<file path="src/rtl/hp_pkg.sv">
package hp_pkg;
    localparam int SLOTS  = 32;
    localparam int SLOT_W = 5;
    // word index (byte offset / 4) of each register in the window
    localparam logic [2:0] W_INS  = 3'd0;
    localparam logic [2:0] W_REM  = 3'd1;
    localparam logic [2:0] W_EJ   = 3'd2;
    localparam logic [2:0] W_RMV  = 3'd3;
    localparam logic [2:0] W_SEL  = 3'd4;
endpackage

</file>
<file path="src/rtl/hp_lowbit.sv">
module hp_lowbit #(
    parameter int W  = 32,
    localparam int IW = (W > 1) ? $clog2(W) : 1
) (
    input  logic [W-1:0]  vec_i,
    output logic          found_o,
    output logic [IW-1:0] idx_o
);
    always_comb begin
        found_o = 1'b0;
        idx_o   = '0;
        for (int i = W - 1; i >= 0; i--) begin
            if (vec_i[i]) begin
                found_o = 1'b1;
                idx_o   = IW'(i);
            end
        end
    end
endmodule

</file>
<file path="src/rtl/hp_rd_mux.sv">
module hp_rd_mux
    import hp_pkg::*;
#(
    parameter int SEL_W = 8
) (
    input  logic             en_i,
    input  logic             sel_ok_i,
    input  logic [2:0]       widx_i,
    input  logic [SEL_W-1:0] sel_i,
    input  logic [31:0]      ins_i,
    input  logic [31:0]      rem_i,
    input  logic [31:0]      rmv_i,
    output logic [31:0]      rdata_o
);
    always_comb begin
        rdata_o = '0;
        if (en_i && sel_ok_i) begin
            case (widx_i)
                W_INS:   rdata_o = ins_i;
                W_REM:   rdata_o = rem_i;
                W_EJ:    rdata_o = '0;
                W_RMV:   rdata_o = rmv_i;
                W_SEL:   rdata_o = 32'(sel_i);
                default: rdata_o = '0;
            endcase
        end
    end
endmodule

</file>
<file path="src/rtl/hp_slot_regs.sv">
module hp_slot_regs
    import hp_pkg::*;
#(
    parameter int NBUS    = 4,
    parameter int SEL_W   = 8,
    parameter int DEF_BUS = 0,
    localparam int BUS_W  = (NBUS > 1) ? $clog2(NBUS) : 1
) (
    input  logic                    clk,
    input  logic                    rst_n,
    input  logic                    legacy_i,
    input  logic                    flush_req_i,
    input  logic                    reg_req_i,
    input  logic                    reg_we_i,
    input  logic [4:0]              reg_addr_i,
    input  logic [31:0]             reg_wdata_i,
    output logic                    reg_ready_o,
    output logic [31:0]             reg_rdata_o,
    input  logic                    plug_i,
    input  logic                    plug_hot_i,
    input  logic [BUS_W-1:0]        plug_bus_i,
    input  logic [SLOT_W-1:0]       plug_slot_i,
    input  logic                    unplug_i,
    input  logic [BUS_W-1:0]        unplug_bus_i,
    input  logic [SLOT_W-1:0]       unplug_slot_i,
    input  logic [NBUS*SLOTS-1:0]   fixed_mask_i,
    output logic                    evt_o,
    output logic                    ej_valid_o,
    output logic [BUS_W-1:0]        ej_bus_o,
    output logic [SLOT_W-1:0]       ej_slot_o
);
    typedef struct packed {
        logic [NBUS-1:0][SLOTS-1:0] ins;
        logic [NBUS-1:0][SLOTS-1:0] rem;
        logic [NBUS-1:0][SLOTS-1:0] rmv;
        logic [SEL_W-1:0]           sel;
        logic                       flush;
        logic [BUS_W-1:0]           fbus;
        logic                       evt;
        logic                       ej_v;
        logic [BUS_W-1:0]           ej_bus;
        logic [SLOT_W-1:0]          ej_slot;
    } st_t;

    st_t st_d, st_q;

    logic              acc_ok, aligned, sel_ok, rd_go, wr_go;
    logic [2:0]        widx;
    logic [BUS_W-1:0]  sbus;
    logic              wr_found, fl_found;
    logic [SLOT_W-1:0] wr_slot, fl_slot;

    assign acc_ok  = reg_req_i && !st_q.flush;
    assign aligned = (reg_addr_i[1:0] == 2'b00);
    assign widx    = reg_addr_i[4:2];
    assign sel_ok  = (st_q.sel < SEL_W'(NBUS));
    assign sbus    = st_q.sel[BUS_W-1:0];
    assign rd_go   = acc_ok && !reg_we_i && aligned;
    assign wr_go   = acc_ok && reg_we_i && aligned;

    hp_lowbit #(.W(SLOTS)) u_wr_low (
        .vec_i   (reg_wdata_i),
        .found_o (wr_found),
        .idx_o   (wr_slot)
    );

    hp_lowbit #(.W(SLOTS)) u_fl_low (
        .vec_i   (st_q.rem[st_q.fbus]),
        .found_o (fl_found),
        .idx_o   (fl_slot)
    );

    hp_rd_mux #(.SEL_W(SEL_W)) u_rd (
        .en_i     (rd_go),
        .sel_ok_i (sel_ok),
        .widx_i   (widx),
        .sel_i    (st_q.sel),
        .ins_i    (st_q.ins[sbus]),
        .rem_i    (st_q.rem[sbus]),
        .rmv_i    (st_q.rmv[sbus]),
        .rdata_o  (reg_rdata_o)
    );

    always_comb begin
        st_d      = st_q;
        st_d.evt  = 1'b0;
        st_d.ej_v = 1'b0;

        // clearing actions first; strobes below override them
        if (rd_go && widx == W_INS && sel_ok && !legacy_i)
            st_d.ins[sbus] = '0;

        if (wr_go && widx == W_SEL)
            st_d.sel = legacy_i ? SEL_W'(DEF_BUS) : reg_wdata_i[SEL_W-1:0];

        if (wr_go && widx == W_EJ && sel_ok && wr_found) begin
            st_d.ins[sbus][wr_slot] = 1'b0;
            st_d.rem[sbus][wr_slot] = 1'b0;
            st_d.ej_v    = 1'b1;
            st_d.ej_bus  = sbus;
            st_d.ej_slot = wr_slot;
        end

        if (st_q.flush) begin
            if (fl_found) begin
                st_d.ins[st_q.fbus][fl_slot] = 1'b0;
                st_d.rem[st_q.fbus][fl_slot] = 1'b0;
                st_d.ej_v    = 1'b1;
                st_d.ej_bus  = st_q.fbus;
                st_d.ej_slot = fl_slot;
            end else begin
                st_d.rmv[st_q.fbus] = ~fixed_mask_i[st_q.fbus*SLOTS +: SLOTS];
                if (st_q.fbus == BUS_W'(NBUS - 1))
                    st_d.flush = 1'b0;
                else
                    st_d.fbus = st_q.fbus + 1'b1;
            end
        end else if (flush_req_i) begin
            st_d.flush = 1'b1;
            st_d.fbus  = '0;
        end

        if (plug_i && plug_hot_i) begin
            st_d.ins[plug_bus_i][plug_slot_i] = 1'b1;
            st_d.evt = 1'b1;
        end
        if (unplug_i) begin
            st_d.rem[unplug_bus_i][unplug_slot_i] = 1'b1;
            st_d.evt = 1'b1;
        end
    end

    always_ff @(posedge clk or negedge rst_n) begin
        if (!rst_n) begin
            st_q       <= '0;
            st_q.sel   <= SEL_W'(DEF_BUS);
            st_q.flush <= 1'b1;
        end else begin
            st_q <= st_d;
        end
    end

    assign reg_ready_o = !st_q.flush;
    assign evt_o       = st_q.evt;
    assign ej_valid_o  = st_q.ej_v;
    assign ej_bus_o    = st_q.ej_bus;
    assign ej_slot_o   = st_q.ej_slot;

    AST_HOT_EVT: assert property (@(posedge clk) disable iff (!rst_n)
        plug_i && plug_hot_i |=> evt_o);
    AST_COLD_QUIET: assert property (@(posedge clk) disable iff (!rst_n)
        plug_i && !plug_hot_i && !unplug_i |=> !evt_o);
    AST_UNPLUG_EVT: assert property (@(posedge clk) disable iff (!rst_n)
        unplug_i |=> evt_o);
    AST_OOR_READ_ZERO: assert property (@(posedge clk) disable iff (!rst_n)
        reg_req_i && !reg_we_i && (st_q.sel >= SEL_W'(NBUS)) |-> reg_rdata_o == '0);
    AST_OOR_NO_EJECT: assert property (@(posedge clk) disable iff (!rst_n)
        reg_req_i && reg_ready_o && reg_we_i && reg_addr_i == 5'h08
        && (st_q.sel >= SEL_W'(NBUS)) |=> !ej_valid_o);
    AST_LEGACY_SEL: assert property (@(posedge clk) disable iff (!rst_n)
        reg_req_i && reg_ready_o && reg_we_i && legacy_i && reg_addr_i == 5'h10
        |=> st_q.sel == SEL_W'(DEF_BUS));
    AST_FLUSH_QUIET_READ: assert property (@(posedge clk) disable iff (!rst_n)
        !reg_ready_o |-> reg_rdata_o == '0);
endmodule

</file>
<file path="config.mk">
export PLATFORM = sky130hd
export DESIGN_NAME = hp_slot_regs
export DESIGN_NICKNAME = d
export VERILOG_FILES = /design/src/rtl/hp_pkg.sv /design/src/rtl/hp_lowbit.sv /design/src/rtl/hp_rd_mux.sv /design/src/rtl/hp_slot_regs.sv
export SDC_FILE = /design/constraint.sdc
export NUM_CORES = 1
export LEC_CHECK = 0
export BUFFER_PORTS_ARGS = -buffer_cell sky130_fd_sc_hd__buf_2
export CORE_MARGIN = 2
export CORE_UTILIZATION = 54
export CTS_CLUSTER_SIZE = 30
export DETAILED_ROUTE_END_ITERATION = 7
export PLACE_DENSITY = 0.77
export SLEW_MARGIN = 20
export SYNTH_ARGS = -nofsm -noshare
export SYNTH_HDL_FRONTEND = slang
export SYNTH_SLANG_ARGS = --single-unit
export TNS_END_PERCENT = 10
</file>
<file path="constraint.sdc">
create_clock -name clk -period 3.1 [get_ports clk]
set_input_delay 0.62 -clock clk [delete_from_list [all_inputs] [get_ports clk]]
set_output_delay 0.62 -clock clk [all_outputs]
set_load 0.005 [all_outputs]
</file>
Word level (Yosys, flattened, before mapping)
Index checks and enable logic that the tools add are counted.
Widths: inputs -> output; s select.

operators by class
  $add $sub $neg = 1
  $lt $le $gt $ge = 17
  equality and inequality tests = 7
  shift-type cells = 1
  muxes and demuxes = 177
  bitwise gates (word level) = 12
  reduce and logical (&&, ||, !) cells = 30

operators with widths
  operator            number
  $and 128x128->128   5
  $mux 128            4
  $mux 256            2
  $demux 32 s2        6
  $mux 384            1
  $not 128->128       3
  $mux 32             11
  $mux 5              64
  $bmux 32 s2         4
  $or 128x128->128    2
  $bwmux 128          1
  $pmux 32 s4         1
  $shiftx 128x8->32   1
  $mux 1              71
  $mux 8              4
  $not 32->32         1
  $lt 5x6->1 const B  4
  $logic_and 1x1->1   22
  $demux 1 s5         4
  $ge 5x1->1 const B  4
  $lt 2x3->1 const B  4
  $mux 3              3
  $ge 2x1->1 const B  4
  $lt 8x3->1 const B  1
  other kinds (14)    18

storage, ports and cells
  flip-flop bits (word level) = 404
  input port bits = 188
  output and inout port bits = 42
  logic and storage cells = 264

Depth between registers and ports, before layout
  word-level depth = 46
  depth in mapped cells = 15
  mapped depth without buffers = 8

Cells and area by module
Synthesis repeated with hierarchy kept, for this count alone.

second synthesis, totals
  cells, all modules = 2071
  area total of the unflattened synthesis = 22825.6 µm²

modules (own cells, without submodules)
  module        instances  cells an instance  area an instance (µm²)  sequential area each (µm²)
  hp_slot_regs  1          1788               20928.8                 10110.9
  hp_rd_mux     1          153                1156.1                  0.0
  hp_lowbit     2          65                 370.4                   0.0

Worst setup path after synthesis
No wires, ideal clock.

  kind = reg-to-reg
  start point = reg st_q[9] in the netlist's numbering
  end point = reg st_q[325] in the netlist's numbering
  library setup time = 0.122 ns
  arrival = 3.236 ns
  data required time = 2.978 ns
  slack = -0.258 ns
  stages on the path, launching flop included = 13
  path buffers = 4
  period minus slack after synthesis = 3.358 ns
  cells stage by stage = dfrtp_1 buf_6 buf_6 mux4_2 nor4_4 nand2_1 or4_1 o211a_1 buf_6 a211oi_4 buf_6 a32oi_1 a32o_1

RTL lines
  element                   RTL line             source
  start: declaration        hp_slot_regs.sv:45   st_t st_d, st_q;
  start signal: assignment  hp_slot_regs.sv:139  st_q <= st_d;

==> run_results.csv <==
group,metric,value,unit
placement,place_congestion,1.07,
detailed_routing,top_layer,"met4",
detailed_routing,vias,23770,
worst_setup_path,endpoint_kind,"flop",
timing,tns,-133860,ps
die,core,42100,µm²
synth,syn-cell-area,23100,µm²
worst_setup_path,worstPathMaxFanout,9,
finish,antennaDiodeCount,0,
finish,finalNonFillerCells,3278,
detailed_routing,ant_nets,0,
flow_run,maxCapViolations,0,
finish,nNetsFinal,2897,
synth,yosys_warnings,0,
finish,register_area,10100,µm²
finish,drive_gt1_share,36.8,%
timing,rsz0062_at_grt,"true",
placement,dpl.hpwl,69300,µm
clocking,clkTransAtPathRegs,60,ps
clocking,cts-root-buf,"clkbuf_16",
die,row_count,75,
pwr,combPwrFrac,55.3,%
clocking,h-tree-depth,2,
timing,postLayoutSetupSlackWorst,-534,ps
run_status,status,"finished, violations left",
pwr,switchingPower,12.9,mW
die,start_util,54.8,%
synth,synthCells,2236,
pwr,seqPwrFrac,26.4,%
pwr,p_per_area,1030,nW/µm²
placement,io_buffers,229,
synth,netlist-cell-type-count,73,
die,die_x,211,µm
synth,yosys-top-cells-count,"dfrtp_1, nand2_1, nor2_1",
pwr,pwr-share-clk,18.3,%
detailed_routing,met1_length,36200,µm
detailed_routing,via_per_inst,7.25,
synth,synth_enable_flop_cells,0,
pwr,swShare,42.0,%
timing,setup_viol,426,
die,die_area,44500,µm²
die,die_h,211,µm
synth,synthArstFlopShare,100,%
pwr,p_int,17.9,mW
synth,seq_area_frac_synth,43.8,%
finish,multi_input_area,12800,µm²
clocking,cts_made_buffers,45,
worst_setup_path,start_kind,"flop",
timing,max_freq,275,MHz
pwr,vdd_ir_drop_max,1.39,mV
synth,synthesis.nets,2428,
timing,skew,27.6,ps
global_route,grt_pass1_vias,23072,
timing,slew_viol_final,0,
worst_setup_path,critPathArrivalTime,4130,ps
synth,ys_ff_latch,404,
worst_setup_path,worstPathRequired,3600,ps
global_route,grt_use_total,44.8,%
global_route,antenna_found_initial,0,
finish,synthToLayoutAreaGrowth,29.8,%
timing,period_needed,3630,ps
clocking,cts_sinks,404,
run_status,violations,"negative setup slack",
min_path,hp-class,"primary input to flop",
detailed_routing,wl,103000,µm
synth,yosysTopAreaCellShare,43.6,%
finish,finish.instance_area,30000,µm²
detailed_routing,drt-wirelength-per-cell,31.5,µm
timing,worstMarginPinSlew,1250,ps
die,num_io_pins,230,
detailed_routing,dr.first_iter.drc_count,3586,
finish,fillCellCount,3044,
finish,fin_util,71.2,%
global_route,overflow,0,
placement,dp.cells,3160,
synth,yosys-top-cells-area,"dfrtp_1, mux4_2, nand2_1",
synth,synth_top_cell_by_area,"dfrtp_1",
pwr,cellLeakagePower,12.8,nW
global_route,grt_max_degree,96,
synth,avgSynthCellArea,10.3,µm²
clocking,clock_path_buffers,3,
detailed_routing,drc,0,
global_route,grt_pass1_wl,145000,µm
clocking,clk_latency,620,ps
timing,worst_slew_margin_rel,16.5,%
synth,synth.most_common_cell,"dfrtp_1",
synth,synthFlopType,"dfrtp_1",
clocking,cts_tree,"built",
placement,place_area,27300,µm²
timing,hold_slack,332,ps
detailed_routing,dr_wl_met3,15500,µm
worst_setup_path,crit_type,"flop to flop",
timing,hold_viol_final,0,
timing,min_period_over_period,117,%
detailed_routing,route.met2.wl,43400,µm
detailed_routing,first_pass_iters,7,
placed cells by master (no fill, tap or decap), types with 54 or more instances in the layout:
master,netlist,routed
buf_2,8,228
clkbuf_16,0,58
dfrtp_1,403,399
nand2_1,340,333
mux4_2,159,159
o22ai_1,78,78
nand3_1,61,54
o21ai_0,173,158
nor2_1,197,187
buf_4,12,293
layout make-up:
class | instances | area share (%)
sequential | 404 | 33.8
multi-input combinational | 1638 | 42.8
clock inverter | 20 | 0.784
inverter | 20 | 0.250
clock buffer | 61 | 4.32
timing repair buffer | 596 | 15.9
tap | 539 | 2.25
logic make-up after synthesis:
logic type	count (synthesis)	share of synthesized area, %
muxes	200	17.5
adders and majority gates	4	0.217
DFF	404	43.8
and+or+nand+nor	822	16.3
buffers and inverters	194	3.58
AOI/OAI and AO/OA	612	18.7
repair_timing:
item	in CTS	in global routing
setup endpoints to repair	426	426
hold buffers	1	0
endpoints found under the hold margin	56	0
gates resized for setup	83	64
cloned	2	17
setup buffers	6	12
pin swaps	15	13
per-layer routing:
| metal | global-route usage, % | vias up |
|---|---|---|
| met5 | 0 | - |
| met4 | 28.5 | 0 |
| met3 | 15.3 | 485 |
| met2 | 64.5 | 2194 |
| met1 | 58.2 | 11622 |
| li1 | - | 9469 |
metrics by stage:
stage | power (mW) | setup slack (ps)
detailed placement | 22.1 | -575
finish | 30.8 | -534
floorplan | 15.5 | -125
global route | 31.6 | -525
CTS | 29.0 | -418
global placement | 21.8 | -620
worst max-delay path, stage by stage (launching register included):
cell     delay (ps)
dfrtp_4         580
buf_6           150
mux4_2          530
nor4_4          430
nand2_1         120
or4_4           430
o211a_4         290
buf_6           140
a31oi_4         150
buf_6           130
buf_12          140
a22oi_1         110
a31o_2          280
worst paths after layout:
check,startpoint,end,slack [ps],depth (start not counted)
max,st_q[9]$_DFFE_PN0P_,st_q[316]$_DFF_PN0_,-530,12
max in group asynchronous,rst_n,sbus[1]$_DFFE_PN0P_,1580,3
min reg2reg,flop,flop,470,2
min,legacy_i,st_q[15]$_DFFE_PN0P_,330,2
min in group asynchronous,rst_n,async pin,590,2
max reg2reg,st_q[9]$_DFFE_PN0P_,st_q[316]$_DFF_PN0_,-530,12
power by group through the flow:
stage / combinational [mW] / clock, mW / sequential (mW)
6_report: 17.0 / 5.64 / 8.14
5_1_grt: 17.5 / 5.84 / 8.25
3_5_place_dp: 14.0 / 0 / 8.08
4_1_cts: 15.3 / 5.64 / 8.02
3_3_place_gp: 13.8 / 0 / 7.98
2_1_floorplan: 7.83 / 0 / 7.67
No activity file was read; power rests on OpenSTA's default activity.
